### config.mk
export PLATFORM = sky130hd
export DESIGN_NAME = pcie_err_signal
export DESIGN_NICKNAME = d
export VERILOG_FILES = /design/src/rtl/pcie_err_pkg.sv /design/src/rtl/pcie_err_classify.sv /design/src/rtl/pcie_err_sticky.sv /design/src/rtl/pcie_err_signal.sv
export SDC_FILE = /design/constraint.sdc
export NUM_CORES = 1
export LEC_CHECK = 0
export ABC_AREA = 0
export CAP_MARGIN = 20
export CORE_MARGIN = 3
export CORE_UTILIZATION = 37
export DETAILED_ROUTE_END_ITERATION = 8
export PLACE_DENSITY = 0.89
export SYNTH_ARGS = -nofsm -noshare
export SYNTH_HDL_FRONTEND = slang
export SYNTH_HIERARCHICAL = 1
export SYNTH_SLANG_ARGS = --single-unit
### constraint.sdc
create_clock -name clk -period 3.8 [get_ports clk]
set_clock_uncertainty 0.2 [all_clocks]
set_input_delay 0.76 -clock clk [delete_from_list [all_inputs] [get_ports clk]]
set_output_delay 0.76 -clock clk [all_outputs]
set_load 0.005 [all_outputs]
### src/rtl/pcie_err_pkg.sv
package pcie_err_pkg;
  localparam int STS_W = 32;
  localparam int DEV_W = 4;

  typedef logic [1:0] sev_t;
  localparam sev_t SEV_NONE     = 2'b00;
  localparam sev_t SEV_COR      = 2'b01;
  localparam sev_t SEV_NONFATAL = 2'b10;
  localparam sev_t SEV_FATAL    = 2'b11;

  localparam int COR_ADV_BIT   = 13;
  localparam int COR_HLOVF_BIT = 15;
  localparam int UNC_UR_BIT    = 20;

  localparam int DEV_COR = 0;
  localparam int DEV_NF  = 1;
  localparam int DEV_FAT = 2;
  localparam int DEV_UR  = 3;

  localparam logic [STS_W-1:0] COR_SUP_DEF   = 32'h0000_F1C1;
  localparam logic [STS_W-1:0] UNC_SUP_DEF   = 32'h03FF_F030;
  localparam logic [STS_W-1:0] UNC_FATAL_DEF = 32'h0046_2030;
endpackage

### src/rtl/pcie_err_classify.sv
module pcie_err_classify
  import pcie_err_pkg::*;
#(
  parameter logic [STS_W-1:0] COR_SUP   = COR_SUP_DEF,
  parameter logic [STS_W-1:0] UNC_SUP   = UNC_SUP_DEF,
  parameter logic [STS_W-1:0] UNC_FATAL = UNC_FATAL_DEF
) (
  input  logic             go,
  input  logic [STS_W-1:0] status,
  input  logic             is_cor,
  input  logic             advisory,
  input  logic [STS_W-1:0] cor_mask,
  input  logic [STS_W-1:0] unc_mask,
  input  logic [STS_W-1:0] unc_sev,
  input  logic             sev_present,
  input  logic             serr_en,
  input  logic             cor_en,
  input  logic             nf_en,
  input  logic             fat_en,
  input  logic             ur_en,
  output logic [STS_W-1:0] cor_set,
  output logic [STS_W-1:0] unc_set,
  output logic [DEV_W-1:0] dev_set,
  output logic             log_go,
  output logic [STS_W-1:0] log_bit,
  output logic             send,
  output sev_t             sev
);
  localparam logic [STS_W-1:0] ADV_ONEHOT = STS_W'(1) << COR_ADV_BIT;

  logic [STS_W-1:0] sup;
  logic             one_bit, is_ur, fatal, adv_path, cor_path;
  logic [STS_W-1:0] cor_bit;
  logic             cor_masked, unc_masked;

  always_comb begin
    sup        = is_cor ? (status & COR_SUP) : (status & UNC_SUP);
    one_bit    = (sup != '0) && ((sup & (sup - STS_W'(1))) == '0);
    is_ur      = !is_cor && sup[UNC_UR_BIT];
    fatal      = !is_cor && (sev_present ? |(sup & unc_sev) : |(sup & UNC_FATAL));
    adv_path   = !is_cor && !fatal && advisory;
    cor_path   = is_cor || adv_path;
    cor_bit    = is_cor ? sup : ADV_ONEHOT;
    cor_masked = |(cor_bit & cor_mask);
    unc_masked = |(sup & unc_mask);

    cor_set = '0;
    unc_set = '0;
    dev_set = '0;
    log_go  = 1'b0;
    send    = 1'b0;
    sev     = SEV_NONE;
    log_bit = sup;

    if (go && one_bit) begin
      dev_set[DEV_UR] = is_ur;
      if (cor_path) begin
        dev_set[DEV_COR] = 1'b1;
        cor_set          = cor_bit;
        if (!cor_masked && adv_path) begin
          unc_set = sup;
          log_go  = !unc_masked;
        end
        send = !cor_masked && !(is_ur && !ur_en) && cor_en;
        sev  = SEV_COR;
      end else begin
        dev_set[DEV_FAT] = fatal;
        dev_set[DEV_NF]  = !fatal;
        unc_set          = sup;
        log_go           = !unc_masked;
        send = !unc_masked && !(is_ur && !ur_en && !serr_en) &&
               (serr_en || (fatal ? fat_en : nf_en));
        sev  = fatal ? SEV_FATAL : SEV_NONFATAL;
      end
    end
  end
endmodule

### src/rtl/pcie_err_sticky.sv
module pcie_err_sticky #(
  parameter int W = 32
) (
  input  logic         clk,
  input  logic         rst,
  input  logic [W-1:0] set,
  input  logic [W-1:0] clr,
  output logic [W-1:0] q
);
  always_ff @(posedge clk) begin
    if (rst) q <= '0;
    else     q <= (q & ~clr) | set;
  end
endmodule

### src/rtl/pcie_err_signal.sv
module pcie_err_signal
  import pcie_err_pkg::*;
#(
  parameter int               SRC_W     = 16,
  parameter logic [STS_W-1:0] COR_SUP   = COR_SUP_DEF,
  parameter logic [STS_W-1:0] UNC_SUP   = UNC_SUP_DEF,
  parameter logic [STS_W-1:0] UNC_FATAL = UNC_FATAL_DEF
) (
  input  logic             clk,
  input  logic             rst,
  input  logic             ev_valid,
  output logic             ev_ready,
  input  logic [STS_W-1:0] ev_status,
  input  logic             ev_is_cor,
  input  logic             ev_advisory,
  input  logic [SRC_W-1:0] ev_source,
  input  logic [STS_W-1:0] cfg_cor_mask,
  input  logic [STS_W-1:0] cfg_unc_mask,
  input  logic [STS_W-1:0] cfg_unc_sev,
  input  logic             cfg_sev_present,
  input  logic             cfg_serr_en,
  input  logic             cfg_cor_rep_en,
  input  logic             cfg_nf_rep_en,
  input  logic             cfg_fat_rep_en,
  input  logic             cfg_ur_rep_en,
  input  logic [STS_W-1:0] clr_cor,
  input  logic [STS_W-1:0] clr_unc,
  input  logic [DEV_W-1:0] clr_dev,
  output logic [STS_W-1:0] cor_sts,
  output logic [STS_W-1:0] unc_sts,
  output logic [DEV_W-1:0] dev_sts,
  output logic             log_req,
  output logic [STS_W-1:0] log_status,
  output logic [SRC_W-1:0] log_source,
  input  logic             log_ovf,
  output logic             msg_valid,
  output sev_t             msg_sev,
  output logic [SRC_W-1:0] msg_source
);
  localparam logic [STS_W-1:0] HLOVF_ONEHOT = STS_W'(1) << COR_HLOVF_BIT;

  logic             follow_up, take, go;
  logic [STS_W-1:0] c_status;
  logic             c_is_cor, c_adv;
  logic [SRC_W-1:0] c_src;
  logic [STS_W-1:0] cor_set, unc_set, log_bit;
  logic [DEV_W-1:0] dev_set;
  logic             log_go, send;
  sev_t             sev;

  assign ev_ready  = !log_req;
  assign take      = ev_valid && ev_ready;
  assign follow_up = log_req && log_ovf;
  assign go        = take || follow_up;

  always_comb begin
    if (follow_up) begin
      c_status = HLOVF_ONEHOT;
      c_is_cor = 1'b1;
      c_adv    = 1'b0;
      c_src    = '0;
    end else begin
      c_status = ev_status;
      c_is_cor = ev_is_cor;
      c_adv    = ev_advisory;
      c_src    = ev_source;
    end
  end

  pcie_err_classify #(
    .COR_SUP(COR_SUP), .UNC_SUP(UNC_SUP), .UNC_FATAL(UNC_FATAL)
  ) u_class (
    .go(go), .status(c_status), .is_cor(c_is_cor), .advisory(c_adv),
    .cor_mask(cfg_cor_mask), .unc_mask(cfg_unc_mask), .unc_sev(cfg_unc_sev),
    .sev_present(cfg_sev_present), .serr_en(cfg_serr_en),
    .cor_en(cfg_cor_rep_en), .nf_en(cfg_nf_rep_en), .fat_en(cfg_fat_rep_en),
    .ur_en(cfg_ur_rep_en),
    .cor_set(cor_set), .unc_set(unc_set), .dev_set(dev_set),
    .log_go(log_go), .log_bit(log_bit), .send(send), .sev(sev)
  );

  pcie_err_sticky #(.W(STS_W)) u_cor (
    .clk(clk), .rst(rst), .set(cor_set), .clr(clr_cor), .q(cor_sts));
  pcie_err_sticky #(.W(STS_W)) u_unc (
    .clk(clk), .rst(rst), .set(unc_set), .clr(clr_unc), .q(unc_sts));
  pcie_err_sticky #(.W(DEV_W)) u_dev (
    .clk(clk), .rst(rst), .set(dev_set), .clr(clr_dev), .q(dev_sts));

  always_ff @(posedge clk) begin
    if (rst) begin
      log_req    <= 1'b0;
      log_status <= '0;
      log_source <= '0;
      msg_valid  <= 1'b0;
      msg_sev    <= SEV_NONE;
      msg_source <= '0;
    end else begin
      log_req   <= log_go;
      msg_valid <= send;
      if (log_go) begin
        log_status <= log_bit;
        log_source <= c_src;
      end
      if (send) begin
        msg_sev    <= sev;
        msg_source <= c_src;
      end
    end
  end
endmodule

==> results.py <==
metrics = {
    "worst_setup_path": {
        "endpoint_kind": "flip-flop",
        "r2r_cells": 16,
        "r2r_end": "log_status[0]",
        "crit_path_max_incr_delay_ns": 0.35,
        "critical-path-top-delay-family": "simple AND/OR/NAND/NOR gates",
        "cp.arrival_ns": 3.80,
        "startpoint_type": "primary input",
        "worstPathRequired_ns": 3.88,
        "cpMaxStageDelayCell": "and3b_4",
        "critPathMaxFanout": 8,
        "crit_start": "log_ovf",
        "r2r-start": "log_req",
        "ff2ff_setup_slack_ns": 0.14,
        "cp_num_buf_inv": 6,
        "crit_type": "primary input to flip-flop",
        "path_cells": "clkbuf_2 -> nand2_4 -> buf_6 -> buf_4 -> and2_1 -> nor4_2 -> o211ai_1 -> nor4_4 -> xor2_2 -> a2111oi_4 -> buf_4 -> o21ai_4 -> and3b_4 -> buf_12 -> buf_12 -> mux2i_4 -> nor2_2",
    },
    "min_path": {
        "hold_path.class": "flip-flop to flip-flop",
        "holdPathStages": 2,
        "whs_endpoint": "u_cor/q[6]",
        "hp-start": "u_cor/q[6]",
    },
    "global_routing": {
        "grt_pass1_vias": 6756,
        "grt_use_total_pct": 22.6,
        "grt_max_degree": 137,
        "grt_util_met3_pct": 7.45,
        "use_met1_pct": 24.8,
        "grt_overflow": 0,
        "grt_pass1_wl_um": 35800,
        "grt.busiest_layer": "met2",
        "grt_use_met2_pct": 40.5,
        "antenna_found_initial": 2,
    },
    "die": {
        "dieArea_mm2": 0.0206,
        "io_pins": 361,
        "start_util_pct": 38.2,
        "num_rows": 49,
        "core-area_mm2": 0.0183,
        "die_width_um": 143,
        "die_height_um": 143,
    },
    "route": {
        "wl_per_cell_um": 17.1,
        "drt_iter0_drc": 364,
        "drcViolationCount": 0,
        "drt-total-wl_um": 23700,
        "vias": 6557,
        "drt-pass1-iter-count": 5,
        "avgViaCountPerCell": 4.74,
        "antenna_left": 0,
    },
    "layout": {
        "syn_to_final_growth_pct": 60.5,
        "nets": 1363,
        "final_common_cell": "clkdlybuf4s50_1",
        "design_area_mm2": 0.0112,
        "seq_area_mm2": 0.00272,
        "drive_above_1_share_pct": 18.8,
        "final_core_utilization_pct": 61.3,
        "multi_input_area_mm2": 0.00349,
        "fill_cells": 1517,
        "layout_common_cells": "296 x clkdlybuf4s50_1, 135 x dfxtp_1, 97 x nand2b_1",
    },
    "placement": {
        "place_area_mm2": 0.0103,
        "gp_congestion": 0.915,
        "dpl.hpwl_um": 17900,
        "io_buffers": 299,
    },
    "synth": {
        "syn_area_mm2": 0.00698,
        "avgSynthCellArea_um2": 8.94,
        "syn_inst": 781,
        "yosysWarningCount": 6,
    },
    "timing": {
        "finalSetupTns_ns": 0,
        "period_needed_ns": 3.72,
        "period_share_pct": 98.0,
        "final-max-slew-violation-count": 0,
        "finalHoldViolCount": 0,
        "tightest_slew_ns": 0.736,
        "relSlewSlack_pct": 50.9,
        "setup_viol": 0,
        "max_freq_mhz": 269,
    },
    "cts": {
        "cts_buffers": 17,
        "root_buffer": "clkbuf_16",
        "clk-insertion-delay-late_ns": 0.42,
        "cts.sinks": 136,
        "cts_tree": "done",
        "clk_pin_slew_ns": 0.06,
        "clock_path_buffers": 2,
        "cts_hold_buffers": 0,
        "ctsHtreeMaxLevel": 4,
    },
    "pwr": {
        "p_leak_uw": 0.00398,
        "ir_worst_vdd_mv": 0.280,
        "p_per_area_mw_per_mm2": 329,
    },
    "outcome": {
        "status": "finished clean",
    },
    "job": {
        "cap_viol_max_count": 0,
    },
}
routing by layer:
layer | vias to the layer above | routed length [µm]
met5 | - | 13
li1 | 3187 | -
met1 | 3020 | 9130
met3 | 50 | 1800
met2 | 298 | 11900
met4 | 2 | 803
worst max path at each step:
stage,end,cells after the start
after floorplan,msg_sev[0],15
after global placement,log_source[10],14
after detailed placement,log_status[11],14
after CTS,log_source[13],15
after global routing,log_status[0],14
final,log_status[0],17
power breakdown:
part	internal (µW)	switching [µW]	total [µW]
clock network	1090	650	1740
registers	1450	14.0	1470
logic	296	185	481
total	2840	849	3690
per-stage QoR:
step / hold slack [ns] / setup WS, ns / total power (µW) / instances
floorplan: 0.260 / 0.0647 / 1700 / 832
global placement: 0.255 / -0.605 / 1960 / 1331
detailed placement: 0.261 / -0.635 / 1970 / 1331
CTS: 0.270 / 0.0403 / 3710 / 1376
global route: 0.282 / -0.0399 / 3830 / 1381
finish: 0.269 / 0.0764 / 3690 / 1382
worst reg2reg max path, delay by kind of cell, from the launching register on:
kind            cells  cell delay [ns]
flops               1             0.37
buf+inv             5             0.73
simple gates        6             1.29
xor+xnor            1             0.14
compound gates      3             0.57
mux                 1             0.24
repair_timing:
| action | in CTS | in global routing |
|---|---|---|
| gates resized for setup | 18 | 17 |
| endpoints found under the setup margin | 81 | 60 |
| cloned | 3 | 0 |
| pin swaps | 11 | 13 |
| buffers inserted | 10 | 6 |
state kept, by name (all words and copies together) (netlist names):
name and cells:
msg_sev 2, u_unc/q 32, msg_source 16, u_dev/q 4, u_cor/q 32, msg_valid 1, log_req 1, log_status 32
log_source 16
final cells by class:
type,instances,area share [%]
diodes,1,0.0223
clock buffers,22,4.23
clock inverters,10,1.28
inverters,78,2.61
multi-input cells,520,31.1
flip-flops and latches,136,24.3
well taps,229,2.56
repair buffers,386,33.9
Note: power is estimated with default switching activity, not from simulation.
